==> src/rtl/ocm_pkg.sv <==
package ocm_pkg;

    localparam int BLK_W = 3;   // blanking code width per bridge
    localparam int DG_W  = 2;   // deglitch code width per bridge
    localparam int TCK_W = 8;   // tick counter width, holds up to 96

    typedef enum logic [1:0] {
        MODE_LATCH = 2'b00,
        MODE_CYCLE = 2'b01,
        MODE_WARN  = 2'b10,
        MODE_OFF   = 2'b11
    } ocm_mode_e;

    typedef enum logic [1:0] {
        Q_ARMED = 2'b00,
        Q_BLANK = 2'b01,
        Q_QUAL  = 2'b10,
        Q_HELD  = 2'b11
    } qual_state_e;

    // Blanking length in ticks for a 3-bit code
    function automatic logic [TCK_W-1:0] blank_ticks(input logic [BLK_W-1:0] code);
        logic [TCK_W-1:0] t;
        unique case (code)
            3'd0:    t = 8'd2;
            3'd1:    t = 8'd4;
            3'd2:    t = 8'd8;
            3'd3:    t = 8'd12;
            3'd4:    t = 8'd16;
            3'd5:    t = 8'd24;
            3'd6:    t = 8'd32;
            default: t = 8'd96;
        endcase
        return t;
    endfunction

    // Deglitch length in ticks: 1, 2, 4, 8
    function automatic logic [TCK_W-1:0] dg_ticks(input logic [DG_W-1:0] code);
        return TCK_W'(1) << code;
    endfunction

endpackage

==> src/rtl/ocm_qual.sv <==
module ocm_qual
    import ocm_pkg::*;
#(
    parameter int CNT_W = TCK_W
) (
    input  logic             clk,
    input  logic             rst_n,
    input  logic             tick_i,
    input  logic             cmp_i,
    input  logic             sw_evt_i,
    input  logic [BLK_W-1:0] blank_sel_i,
    input  logic [DG_W-1:0]  dg_sel_i,
    output logic             detect_o
);

    localparam logic [CNT_W-1:0] CNT_ONE = CNT_W'(1);

    qual_state_e      state_q, state_d;
    logic [CNT_W-1:0] cnt_q, cnt_d;
    logic [CNT_W-1:0] cnt_inc;
    logic [CNT_W-1:0] blank_lim;
    logic [CNT_W-1:0] dg_lim;

    assign cnt_inc   = cnt_q + CNT_ONE;
    assign blank_lim = CNT_W'(blank_ticks(blank_sel_i));
    assign dg_lim    = CNT_W'(dg_ticks(dg_sel_i));

    // State register
    always_ff @(posedge clk or negedge rst_n) begin
        if (!rst_n) begin
            state_q <= Q_ARMED;
            cnt_q   <= '0;
        end else begin
            state_q <= state_d;
            cnt_q   <= cnt_d;
        end
    end

    // Next state, counter and detection pulse
    always_comb begin
        state_d  = state_q;
        cnt_d    = cnt_q;
        detect_o = 1'b0;
        if (sw_evt_i) begin
            state_d = Q_BLANK;
            cnt_d   = '0;
        end else begin
            unique case (state_q)
                Q_BLANK: begin
                    if (tick_i) begin
                        if (cnt_inc >= blank_lim) begin
                            state_d = Q_ARMED;
                            cnt_d   = '0;
                        end else begin
                            cnt_d = cnt_inc;
                        end
                    end
                end
                Q_ARMED: begin
                    if (cmp_i) begin
                        state_d = Q_QUAL;
                        cnt_d   = '0;
                    end
                end
                Q_QUAL: begin
                    if (!cmp_i) begin
                        state_d = Q_ARMED;
                    end else if (tick_i) begin
                        if (cnt_inc >= dg_lim) begin
                            state_d  = Q_HELD;
                            detect_o = 1'b1;
                        end else begin
                            cnt_d = cnt_inc;
                        end
                    end
                end
                Q_HELD: begin
                    if (!cmp_i) begin
                        state_d = Q_ARMED;
                    end
                end
                default: state_d = Q_ARMED;
            endcase
        end
    end

endmodule

==> src/rtl/ocm_resp.sv <==
module ocm_resp
    import ocm_pkg::*;
#(
    parameter int NUM_BR = 4
) (
    input  logic              clk,
    input  logic              rst_n,
    input  logic [NUM_BR-1:0] detect_i,
    input  logic [1:0]        mode_i,
    input  logic              indep_i,
    input  logic [NUM_BR-1:0] cyc_start_i,
    input  logic              clr_i,
    output logic [NUM_BR-1:0] shdn_o,
    output logic [NUM_BR-1:0] fault_o,
    output logic [NUM_BR-1:0] warn_o,
    output logic [NUM_BR-1:0] cyc_flag_o,
    output logic              any_fault_o
);

    ocm_mode_e         mode_e;
    logic [NUM_BR-1:0] fault_q, warn_q, cyc_q, cut_q;
    logic [NUM_BR-1:0] set_fault, set_warn, set_cyc;
    logic [NUM_BR-1:0] keep_mask;
    logic [NUM_BR-1:0] active;

    assign mode_e    = ocm_mode_e'(mode_i);
    assign keep_mask = clr_i ? '0 : '1;

    // Route detections by mode
    always_comb begin
        set_fault = '0;
        set_warn  = '0;
        set_cyc   = '0;
        unique case (mode_e)
            MODE_LATCH: set_fault = detect_i;
            MODE_CYCLE: set_cyc   = detect_i;
            MODE_WARN:  set_warn  = detect_i;
            MODE_OFF:   ;
        endcase
    end

    always_ff @(posedge clk or negedge rst_n) begin
        if (!rst_n) begin
            fault_q <= '0;
            warn_q  <= '0;
            cyc_q   <= '0;
            cut_q   <= '0;
        end else begin
            fault_q <= (fault_q & keep_mask) | set_fault;
            warn_q  <= (warn_q  & keep_mask) | set_warn;
            cyc_q   <= (cyc_q   & keep_mask) | set_cyc;
            cut_q   <= (cut_q & ~cyc_start_i) | set_cyc;
        end
    end

    // Outputs
    always_comb begin
        active      = fault_q | cut_q;
        shdn_o      = indep_i ? active : {NUM_BR{|active}};
        fault_o     = fault_q;
        warn_o      = warn_q;
        cyc_flag_o  = cyc_q;
        any_fault_o = (|fault_q) | (|cyc_q);
    end

endmodule

==> src/rtl/ocm_monitor.sv <==
module ocm_monitor
    import ocm_pkg::*;
#(
    parameter int NUM_BR = 4
) (
    input  logic                    clk,
    input  logic                    rst_n,
    input  logic                    tick_i,
    input  logic [NUM_BR-1:0]       cmp_i,
    input  logic [NUM_BR-1:0]       sw_evt_i,
    input  logic [NUM_BR-1:0]       cyc_start_i,
    input  logic [1:0]              mode_i,
    input  logic                    indep_i,
    input  logic [NUM_BR*BLK_W-1:0] blank_sel_i,
    input  logic [NUM_BR*DG_W-1:0]  dg_sel_i,
    input  logic                    clr_i,
    output logic [NUM_BR-1:0]       shdn_o,
    output logic [NUM_BR-1:0]       fault_o,
    output logic [NUM_BR-1:0]       warn_o,
    output logic [NUM_BR-1:0]       cyc_flag_o,
    output logic                    any_fault_o
);

    logic [NUM_BR-1:0] detect;

    for (genvar b = 0; b < NUM_BR; b++) begin : g_br
        ocm_qual #(.CNT_W(TCK_W)) u_qual (
            .clk         (clk),
            .rst_n       (rst_n),
            .tick_i      (tick_i),
            .cmp_i       (cmp_i[b]),
            .sw_evt_i    (sw_evt_i[b]),
            .blank_sel_i (blank_sel_i[b*BLK_W +: BLK_W]),
            .dg_sel_i    (dg_sel_i[b*DG_W +: DG_W]),
            .detect_o    (detect[b])
        );
    end

    ocm_resp #(.NUM_BR(NUM_BR)) u_resp (
        .clk         (clk),
        .rst_n       (rst_n),
        .detect_i    (detect),
        .mode_i      (mode_i),
        .indep_i     (indep_i),
        .cyc_start_i (cyc_start_i),
        .clr_i       (clr_i),
        .shdn_o      (shdn_o),
        .fault_o     (fault_o),
        .warn_o      (warn_o),
        .cyc_flag_o  (cyc_flag_o),
        .any_fault_o (any_fault_o)
    );

endmodule

==> config.mk <==
export PLATFORM = sky130hd
export DESIGN_NAME = ocm_monitor
export DESIGN_NICKNAME = d
export VERILOG_FILES = /design/src/rtl/ocm_pkg.sv /design/src/rtl/ocm_qual.sv /design/src/rtl/ocm_resp.sv /design/src/rtl/ocm_monitor.sv
export SDC_FILE = /design/constraint.sdc
export NUM_CORES = 1
export LEC_CHECK = 0
export ABC_AREA = 1
export BUFFER_PORTS_ARGS = -buffer_cell sky130_fd_sc_hd__buf_4
export CAP_MARGIN = 20
export CORE_ASPECT_RATIO = 0.5
export CORE_MARGIN = 8
export CORE_UTILIZATION = 54
export CTS_CLUSTER_SIZE = 20
export DETAILED_ROUTE_END_ITERATION = 7
export HOLD_SLACK_MARGIN = 0.15
export PLACE_DENSITY = 0.77
export SYNTH_ARGS = -nofsm -noshare
export SYNTH_HDL_FRONTEND = slang
export SYNTH_SLANG_ARGS = --single-unit
==> constraint.sdc <==
create_clock -name clk -period 1.9 [get_ports clk]
set_clock_uncertainty 0.05 [all_clocks]
set_input_delay 0.38 -clock clk [delete_from_list [all_inputs] [get_ports clk]]
set_output_delay 0.38 -clock clk [all_outputs]
set_load 0.02 [all_outputs]
==> reports/results.txt <==
Worst-path fanout max -> 7
CTS tree -> built
Synth unique cells -> 36
H-tree depth -> 2
Syn. warnings -> 0
Slew Viols, Final -> 0
Status -> finished, violations left
Crit path largest cell delay -> 450 ps
Worst hold-check path type -> primary input to register
Die width -> 154 um
Starting density of the core -> 54.8%
FF/Latch Area -> 1410 sq um
Clk sinks -> 56
Syn Area/Cell -> 6.58 sq um
Top Family by Delay on Critical Path -> simple AND/OR/NAND/NOR gates
CTS root buffer -> clkbuf_16
VDD IR max -> 0.470 mV
IO Pins -> 56
Crit path arrival time -> 2580 ps
Prevailing post-synth register cell -> dfrtp_1
Core Area -> 9320 sq um
Synthesis-to-layout area growth -> 53.7%
Ys async rst share -> 100%
DR iter-0 viols -> 628
Max-cap violations -> 0
Most instantiated cells after synthesis -> 274 x nand2_1, 111 x inv_1, 61 x nor2_1
Failing checks -> negative setup slack
Initial antenna violation count -> 0
CP bufs+invs -> 1
Relative slew slack -> 50.0%
Drt pass-1 iters -> 8
Total grt overflow -> 0
Slew @ Worst Pin -> 751 ps
Type of origin of the critical path -> register
Final setup fails -> 48
GPL Wtd Cong -> 0.904
Dpl ws -> -244 ps
Vias -> 6340
Synth top area cells -> dfrtp_1 27%, nand2_1 20%, ha_1 15%
Via-to-Cell Ratio -> 5.83
Seq/Total Area, Yosys -> 27.4%
Final non-filler cell total -> 1087
Yosys top cell area share -> 27.4%
# diodes -> 0
WL final -> 19000 um
Num rows -> 25
Post-layout min period -> 2400 ps
Global Route Usage Sum -> 22.2%
Post-synth EDFFs -> 0
Number of antenna-violating nets in the routed design -> 0
Fmax -> 416 MHz
Num CTS Buffers -> 5
CTS max path bufs -> 2
# fillers -> 505
Syn Inst Count -> 777
Pin count of the biggest net entering global routing -> 57
Nets@finish -> 1064
Largest area contributor in the netlist -> dfrtp_1
Clock Latency Late Sink -> 300 ps
WL/cell -> 17.5 um
Die area -> 13000 sq um
Detailed placement HPWL -> 10100 um
Setup CP Type -> register to register
Part of the cycle the worst path needs -> 126%
Critical path's slowest cell -> dfrtp_1
Final hold vios -> 0
Setup ws final -> -502 ps
Ratio of cells with drive above 1 in the final layout -> 42.1%
DR DRC count -> 0
Post-synthesis net count -> 876
RSZ-0062 raised after global routing -> true
Most common cell in the netlist -> nand2_1
FF+latch count, synth -> 56
Sum of negative setup slack -> -10240 ps
Pwr Density -> 812 nW/um^2
Total power -> 6.38 mW
Port Buf Inserts -> 55
Vias in the first global route -> 5573
CP endpoint kind -> register
First-pass GRT wire length -> 24800 um
Dpl cells -> 1030
CP Cell Sequence -> ha_4, nand2_4, inv_4, nand4_1, nand2_2, ha_4, a21oi_2, nand2_1, nor2_2, nand2_2, nand2_4, nand4_1, nand2_1
Critical Path RT -> 2070 ps
P_leak -> 4.15 nW
Area of the multi-input gates -> 4270 sq um
Post-Syn Area -> 5110 sq um
CTS clock-pin slew for the worst setup and hold paths -> 80 ps
DIE HEIGHT -> 84.8 um
-- through the flow --
step	hold slack, ps	area, sq um	utilization (%)
floorplan	34.4	5190	-
global placement	418	6360	68.3
detailed placement	431	6360	68.3
CTS	188	7140	76.6
global route	192	7860	84.3
finish	192	7860	84.3
-- metal layers --
metal | global-route usage (%) | up-vias | part of all wire [%]
met4 | 7.15 | 0 | 5.6
met1 | 25.9 | 2929 | 37
li1 | - | 2884 | -
met5 | 0 | - | 0
met3 | 3.13 | 128 | 7.3
met2 | 41.5 | 399 | 50
-- layout make-up --
| class | count | area share (%) |
|---|---|---|
| clock buffers | 6 | 1.64 |
| clock inverters | 2 | 0.207 |
| inverters | 116 | 5.70 |
| multi-input cells | 602 | 54.3 |
| flip-flops and latches | 56 | 18.0 |
| well taps | 121 | 1.93 |
| repair buffers | 184 | 18.3 |
-- timing repair --
action / in CTS / in global routing
endpoints found under the hold margin: 56 / 0
setup endpoints to repair: 60 / 60
hold buffers: 1 / 0
pin swaps: 77 / 111
cloned: 2 / 0
setup buffers: 28 / 21
resized for setup: 97 / 138
-- registers in the layout, summed over array words and instances, names as in the netlist --
register	cells
g_br.u_qual.state_q	8
u_resp.warn_o	4
u_resp.cut_q	4
g_br.u_qual.cnt_q	32
u_resp.cyc_flag_o	4
u_resp.fault_o	4
-- cells in the final DEF, fill, tap and decap left out, types with 3 or more instances in the layout --
master / instances
nand2_1: 218
buf_4: 172
inv_1: 96
nand2_2: 49
dfrtp_1: 47
nor2_1: 41
ha_1: 36
nand4_1: 32
nand3_1: 27
nor2_4: 20
ha_4: 18
nand2_4: 17
a21oi_2: 17
nand3_2: 16
inv_2: 15
a21oi_1: 14
nand3_4: 12
nor3_1: 10
buf_6: 10
nor2_2: 9
o21ai_0: 9
dfrtp_2: 9
or2_2: 7
o21ai_1: 6
ha_2: 6
clkbuf_16: 5
nand3b_1: 4
o21ai_4: 4
and3_1: 4
inv_4: 3
o211ai_1: 3
o21ai_2: 3
xor2_2: 3
-- worst paths after layout --
check / from / end / slack [ps] / depth (start not counted)
max: g_br[2].u_qual.cnt_q[1]$_DFFE_PN0P_ / g_br[2].u_qual.cnt_q[1]$_DFFE_PN0P_ / -500 / 13
min: cyc_start_i[2] / u_resp.cut_q[2]$_DFF_PN0_ / 190 / 2
max reg2reg: g_br[2].u_qual.cnt_q[1]$_DFFE_PN0P_ / g_br[2].u_qual.cnt_q[1]$_DFFE_PN0P_ / -500 / 13
min reg2reg: u_resp.warn_o[3]$_DFF_PN0_ / u_resp.warn_o[3]$_DFF_PN0_ / 450 / 2
max in group asynchronous: rst_n / g_br[0].u_qual.cnt_q[0]$_DFFE_PN0P_ / 620 / 2
min in group asynchronous: rst_n / g_br[3].u_qual.cnt_q[5]$_DFFE_PN0P_ / 640 / 2
-- power breakdown --
part | switching [mW] | internal (mW) | leakage [nW]
clock network | 0.446 | 0.493 | 0.0671
logic | 2.32 | 1.55 | 3.33
registers | 0.228 | 1.35 | 0.752
total | 2.99 | 3.39 | 4.15
-- cells by family (layout without fill, tap and decap cells) --
group           Yosys count  count (layout)  share of synthesized area, %
compound gates           66              66                          7.25
flops                    56              56                          27.4
simple gates            470             472                          41.0
xor+xnor                  4               4                         0.686
buf+inv                 121             308                          8.96
fa+ha+maj                60              60                          14.7
(Power assumes the default switching activity.)
